<file path="config.mk">
export PLATFORM = sky130hd
export DESIGN_NAME = halo_tile_loader
export DESIGN_NICKNAME = d
export VERILOG_FILES = /design/src/rtl/halo_pkg.sv /design/src/rtl/halo_feed.sv /design/src/rtl/halo_node.sv /design/src/rtl/halo_tile_loader.sv
export SDC_FILE = /design/constraint.sdc
export NUM_CORES = 2
export LEC_CHECK = 0
export BUFFER_PORTS_ARGS = -buffer_cell sky130_fd_sc_hd__buf_4
export CORE_AREA = 2 2 451 453
export DETAILED_ROUTE_END_ITERATION = 8
export DIE_AREA = 0 0 453 455
export SLEW_MARGIN = 15
export SYNTH_ARGS = -nofsm -noshare
export SYNTH_HDL_FRONTEND = slang
export SYNTH_SLANG_ARGS = --single-unit
</file>
<file path="constraint.sdc">
create_clock -name clk -period 2.3 [get_ports clk]
set_input_delay 0.46 -clock clk [delete_from_list [all_inputs] [get_ports clk]]
set_output_delay 0.46 -clock clk [all_outputs]
set_load 0.005 [all_outputs]
</file>
<file path="src/rtl/halo_pkg.sv">
package halo_pkg;

    // Number of tile positions owned along one axis by the node at index k
    function automatic int span_of(input int k, input int n, input int r);
        if (k == 0 || k == n - 1) return r + 1;
        return 1;
    endfunction

    // First tile position owned along one axis by the node at index k
    function automatic int base_of(input int k, input int n, input int r);
        if (k == 0) return 0;
        if (k == n - 1) return n - 1 + r;
        return k + r;
    endfunction

    function automatic int slot_count(input int r);
        return (r + 1) * (r + 1);
    endfunction

endpackage

</file>
<file path="src/rtl/halo_feed.sv">
module halo_feed #(
    parameter int PW    = 8,
    parameter int TW    = 8,
    parameter int TOTAL = 64
) (
    input  logic                   clk,
    input  logic                   rst,
    input  logic                   pix_valid,
    input  logic [PW-1:0]          pix_data,
    input  logic                   copy_go,
    output logic                   push,
    output logic [TW-1:0][PW-1:0]  push_row,
    output logic                   tile_full,
    output logic                   copy_en
);
    localparam int CW   = $clog2(TOTAL + 1);
    localparam int COLW = $clog2(TW);

    logic [CW-1:0]           cnt_q;
    logic [COLW-1:0]         col_q;
    logic [TW-2:0][PW-1:0]   stage_q;
    logic                    accept;

    assign tile_full = (cnt_q == CW'(TOTAL));
    assign accept    = pix_valid && !tile_full;
    assign push      = accept && (col_q == COLW'(TW - 1));
    assign copy_en   = copy_go && tile_full;

    // newest pixel is leftmost; oldest of the row (fed first) is rightmost
    always_comb begin
        push_row[0] = pix_data;
        for (int c = 1; c < TW; c++) push_row[c] = stage_q[c-1];
    end

    always_ff @(posedge clk) begin
        if (rst) begin
            cnt_q   <= '0;
            col_q   <= '0;
            stage_q <= '0;
        end else begin
            if (copy_en) begin
                cnt_q <= '0;
                col_q <= '0;
            end else if (accept) begin
                cnt_q <= cnt_q + 1'b1;
                col_q <= push ? '0 : col_q + 1'b1;
            end
            if (accept) begin
                stage_q[0] <= pix_data;
                for (int i = 1; i < TW - 1; i++) stage_q[i] <= stage_q[i-1];
            end
        end
    end

    p_no_overflow_r2: assert property (@(posedge clk) disable iff (rst)
        cnt_q <= CW'(TOTAL));

    p_full_sticky_r5: assert property (@(posedge clk) disable iff (rst)
        tile_full && !copy_go |=> tile_full);

    p_no_push_when_full_r5: assert property (@(posedge clk) disable iff (rst)
        tile_full |-> !push);

    p_copy_clears_r7: assert property (@(posedge clk) disable iff (rst)
        copy_en |=> !tile_full);

endmodule

</file>
<file path="src/rtl/halo_node.sv">
module halo_node #(
    parameter int PW    = 8,
    parameter int OW    = 1,
    parameter int OH    = 1,
    parameter int SLOTS = 1
) (
    input  logic                      clk,
    input  logic                      rst,
    input  logic                      shift_en,
    input  logic                      copy_en,
    input  logic [OW-1:0][PW-1:0]     col_in,
    output logic [OW-1:0][PW-1:0]     col_out,
    output logic [SLOTS-1:0][PW-1:0]  held
);
    logic [OH-1:0][OW-1:0][PW-1:0] chain_q;
    logic [SLOTS-1:0][PW-1:0]      held_q;

    always_ff @(posedge clk) begin
        if (rst) begin
            chain_q <= '0;
        end else if (shift_en) begin
            chain_q[0] <= col_in;
            for (int k = 1; k < OH; k++) chain_q[k] <= chain_q[k-1];
        end
    end

    always_ff @(posedge clk) begin
        if (rst) begin
            held_q <= '0;
        end else if (copy_en) begin
            for (int s = 0; s < OW * OH; s++) held_q[s] <= chain_q[s / OW][s % OW];
        end
    end

    assign col_out = chain_q[OH-1];
    assign held    = held_q;

    p_chain_idle_r3: assert property (@(posedge clk) disable iff (rst)
        !shift_en |=> $stable(chain_q));

    p_held_frozen_r8: assert property (@(posedge clk) disable iff (rst)
        !copy_en |=> $stable(held_q));

endmodule

</file>
<file path="src/rtl/halo_tile_loader.sv">
module halo_tile_loader #(
    parameter int NW = 4,
    parameter int NH = 4,
    parameter int R  = 2,
    parameter int PW = 8
) (
    input  logic                                        clk,
    input  logic                                        rst,
    input  logic                                        pix_valid,
    input  logic [PW-1:0]                               pix_data,
    input  logic                                        copy_go,
    output logic                                        tile_full,
    output logic [NH*NW*halo_pkg::slot_count(R)*PW-1:0] proc_regs
);
    localparam int TW    = NW + 2 * R;
    localparam int TH    = NH + 2 * R;
    localparam int TOTAL = TW * TH;
    localparam int SLOTS = halo_pkg::slot_count(R);

    logic                  push;
    logic                  copy_en;
    logic [TW-1:0][PW-1:0] vrow [NH+1];

    halo_feed #(.PW(PW), .TW(TW), .TOTAL(TOTAL)) u_feed (
        .clk       (clk),
        .rst       (rst),
        .pix_valid (pix_valid),
        .pix_data  (pix_data),
        .copy_go   (copy_go),
        .push      (push),
        .push_row  (vrow[0]),
        .tile_full (tile_full),
        .copy_en   (copy_en)
    );

    for (genvar i = 0; i < NH; i++) begin : g_row
        for (genvar j = 0; j < NW; j++) begin : g_col
            localparam int OW = halo_pkg::span_of(j, NW, R);
            localparam int OH = halo_pkg::span_of(i, NH, R);
            localparam int BC = halo_pkg::base_of(j, NW, R);

            logic [SLOTS-1:0][PW-1:0] n_held;

            halo_node #(.PW(PW), .OW(OW), .OH(OH), .SLOTS(SLOTS)) u_node (
                .clk      (clk),
                .rst      (rst),
                .shift_en (push),
                .copy_en  (copy_en),
                .col_in   (vrow[i][BC +: OW]),
                .col_out  (vrow[i+1][BC +: OW]),
                .held     (n_held)
            );

            assign proc_regs[(i*NW+j)*SLOTS*PW +: SLOTS*PW] = n_held;
        end
    end

    p_bottom_still_r3: assert property (@(posedge clk) disable iff (rst)
        !push |=> $stable(vrow[NH]));

    p_regs_hold_r8: assert property (@(posedge clk) disable iff (rst)
        !(copy_go && tile_full) |=> $stable(proc_regs));

endmodule

</file>
==> impl_metrics.py <==
metrics = {
    "synthesis": {
        "yosysWarnings": 0,
        "ys_async_sr_fraction_pct": 0,
        "synth_area_um2": 44300,
        "synth_cell_types": 30,
        "synth-seq-area-share_pct": 49.3,
        "synth_common_cells": "dfxtp_1 (1090), buf_4 (660), nand2_1 (580)",
        "syn_inst": 4884,
        "ys.flop_type": "dfxtp_1",
        "yosys.area.top_type_share_pct": 49.3,
        "yosysTopAreaCell": "dfxtp_1",
        "syn_area_per_cell_um2": 9.07,
        "yosysMostFrequentCell": "dfxtp_1",
        "ys_top_cells_by_area": "dfxtp_1 (49%), mux2i_1 (13%), buf_4 (11%), o21ai_0 (5.8%), a21oi_1 (5.8%)",
        "synth_edf_count": 0,
        "ys_ff_latch": 1090,
    },
    "sta": {
        "tightestPinTransition_ns": 1.22,
        "min_period_ns": 2.40,
        "hold_viol": 0,
        "max_freq_mhz": 416,
        "skew_ns": 0.0634,
        "slew-limit-headroom_pct": 18.4,
        "setup_viol": 1,
        "setup_slack_ns": -0.102,
        "finalCritPeriodShare_pct": 104,
        "tns_ns": -0.102,
        "slew_violations": 0,
        "rsz0062_at_grt": "yes",
    },
    "floorplan": {
        "num_io_pins": 1165,
        "die-area_um2": 206000,
        "coreArea_um2": 201000,
        "die_h_um": 455,
        "die_w_um": 453,
        "initial_utilization_pct": 22.0,
        "num_rows": 165,
    },
    "hold_path": {
        "hold_start": "pix_valid",
        "whs_endpoint": "u_feed.cnt_q[2]$_SDFFE_PP0P_",
        "worstHoldPathCells": 3,
        "hold_class": "in2reg",
    },
    "clock_tree": {
        "clk_path_buf_depth": 3,
        "clk_pin_slew_ns": 0.06,
        "cts-root-buf": "clkbuf_16",
        "cts_sinks": 1090,
        "numCtsBuffers": 115,
        "clk_latency_ns": 0.78,
        "cts_tree": "done",
        "htree_levels": 3,
    },
    "global_route": {
        "antenna_found_initial": 3,
        "first_global_vias": 32000,
        "grt_max_degree": 212,
        "grt_pass1_wl_um": 216000,
        "overflow": 0,
        "track_usage_pct": 14.0,
    },
    "layout": {
        "num-fill-cells": 21200,
        "drive_gt1_share_pct": 16.6,
        "layout.cells.non_filler": 8047,
        "multi_input_area_um2": 18300,
        "fin_nets": 5292,
        "final_area_um2": 53700,
        "final_util_pct": 26.7,
        "syn_to_final_growth_pct": 21.3,
        "regArea_um2": 21800,
    },
    "detailed_routing": {
        "drc": 0,
        "dr.first_iter.drc_count": 2643,
        "dr.pass1.iters": 7,
        "wl_um": 154000,
        "detail_route.wl_per_cell_um": 19.2,
        "vias": 34600,
        "antenna_left": 0,
        "viasPerCell": 4.30,
    },
    "placed_design": {
        "io_buffers": 524,
        "dp_cells": 7817,
        "post-place-ws_ns": 0.0489,
        "gp_congestion": 0.862,
        "dp_hpwl_um": 112000,
        "placed_area_um2": 49300,
    },
    "power_and_ir_drop": {
        "peakVddDrop_mv": 0.615,
        "leakage_uw": 0.0215,
        "cellPowerDensity_nw_per_um2": 756,
    },
    "setup_path": {
        "rrSetupSlack_ns": 0.01,
        "r2r_end": "g_row[3].g_col[3].u_node.held[51]$_SDFFE_PP0P_",
        "cp-end-kind": "primary output",
        "path_max_fanout": 2,
        "timing.rr.start": "u_feed.cnt_q[2]$_SDFFE_PP0P_",
        "path_class": "reg2out",
        "critPathRequiredTime_ns": 1.84,
        "critPathLaunchType": "flip-flop",
        "crit_arrival_ns": 1.94,
        "ff2ff_path_depth": 5,
    },
    "run_status": {
        "status": "finished, violations left",
        "violations": "negative setup slack",
    },
    "job": {
        "drv_cap": 0,
    },
}
-- per-layer routing --
metal	share of wire (%)	global-route usage, %
met2	49	23.8
met3	5.2	2.38
met1	41	17.1
met4	4.4	6.39
met5	0	0
-- where the power goes --
part | internal, uW | leakage, uW | switching (uW)
combinational | 299 | 0.0107 | 1300
sequential | 18900 | 0.00878 | 9.57
clock | 11700 | 0.00201 | 8380
-- registers in the layout, indices dropped and copies added (netlist names) --
signal and flops:
g_row.g_col.u_node.col_out 256, u_feed.col_q 3, u_feed.push_row 56, g_row.g_col.u_node.chain_q 256, u_feed.cnt_q 7, g_row.g_col.u_node.held 512
-- what timing repair did --
action | in CTS | in global routing
cloned | 0 | 3
pin swaps | 2 | 3
endpoints found under the hold margin | 14 | 0
buffers inserted | 3 | 1
resized for setup | 11 | 11
setup endpoints to repair | 1 | 246
hold buffers | 8 | 0
-- worst max-delay path by stage --
stage / from / endpoint / depth (start not counted)
global placement: u_feed.cnt_q[2]$_SDFFE_PP0P_ / g_row[1].g_col[3].u_node.col_out[16]$_SDFFE_PP0P_ / 5
global route: u_feed.cnt_q[2]$_SDFFE_PP0P_ / tile_full / 4
finish: u_feed.cnt_q[2]$_SDFFE_PP0P_ / tile_full / 4
CTS: u_feed.cnt_q[4]$_SDFFE_PP0P_ / tile_full / 4
detailed placement: u_feed.cnt_q[6]$_SDFFE_PP0P_ / g_row[0].g_col[0].u_node.chain_q[5]$_SDFFE_PP0P_ / 5
floorplan: u_feed.cnt_q[2]$_SDFFE_PP0P_ / g_row[0].g_col[0].u_node.chain_q[0]$_SDFFE_PP0P_ / 8
-- worst max-delay path: stages (launching register included) --
cell and delay [ns]:
dfxtp_2 0.32, or4b_4 0.55, buf_8 0.15, nor2_4 0.08, buf_6 0.12
-- stage by stage --
step,hold WS [ns],power (uW)
after global routing,0.0658,42000
after global placement,0.444,20900
after CTS,0.0237,41100
after detailed placement,0.450,20900
after floorplan,0.435,21100
final,0.104,40600
-- cells by family (layout without fill, tap and decap cells) --
group                    after synthesis  in the layout  share of synthesized area, %
other                                  1            643                       0.00847
buffers and inverters               1063            912                          14.9
AND/OR/NAND/NOR                     1110           1110                          10.9
AO/OA/AOI/OAI                       1045           1045                          11.9
flip-flops                          1090           1090                          49.3
XOR/XNOR                               2              2                        0.0396
multiplexers                         569            569                          12.9
adder cells (fa/ha/maj)                4              4                         0.113
-- layout by cell type, fill, tap and decap left out, drive strengths merged, types with 3 or more instances in the layout --
cell            n
mux2i         569
clkbuf        168
nand2         580
bufinv         13
nand3         515
inv            14
diode           3
dfxtp        1090
clkinv         19
o2111ai         5
nor2            6
o211ai          3
o21ai         517
dlygate4sd3     8
conb          640
ha              4
clkinvlp        7
buf           683
a21oi         515
-- cell type report --
type / count / share of cell area, %
flip-flops and latches: 1090 / 40.6
multi-input cells: 3370 / 34.1
repair buffers: 694 / 11.2
clock buffers: 165 / 6.27
well taps: 2672 / 6.22
clock inverters: 48 / 1.45
inverters: 5 / 0.0489
diodes: 3 / 0.0140
Power figures use the tool's default switching activity.
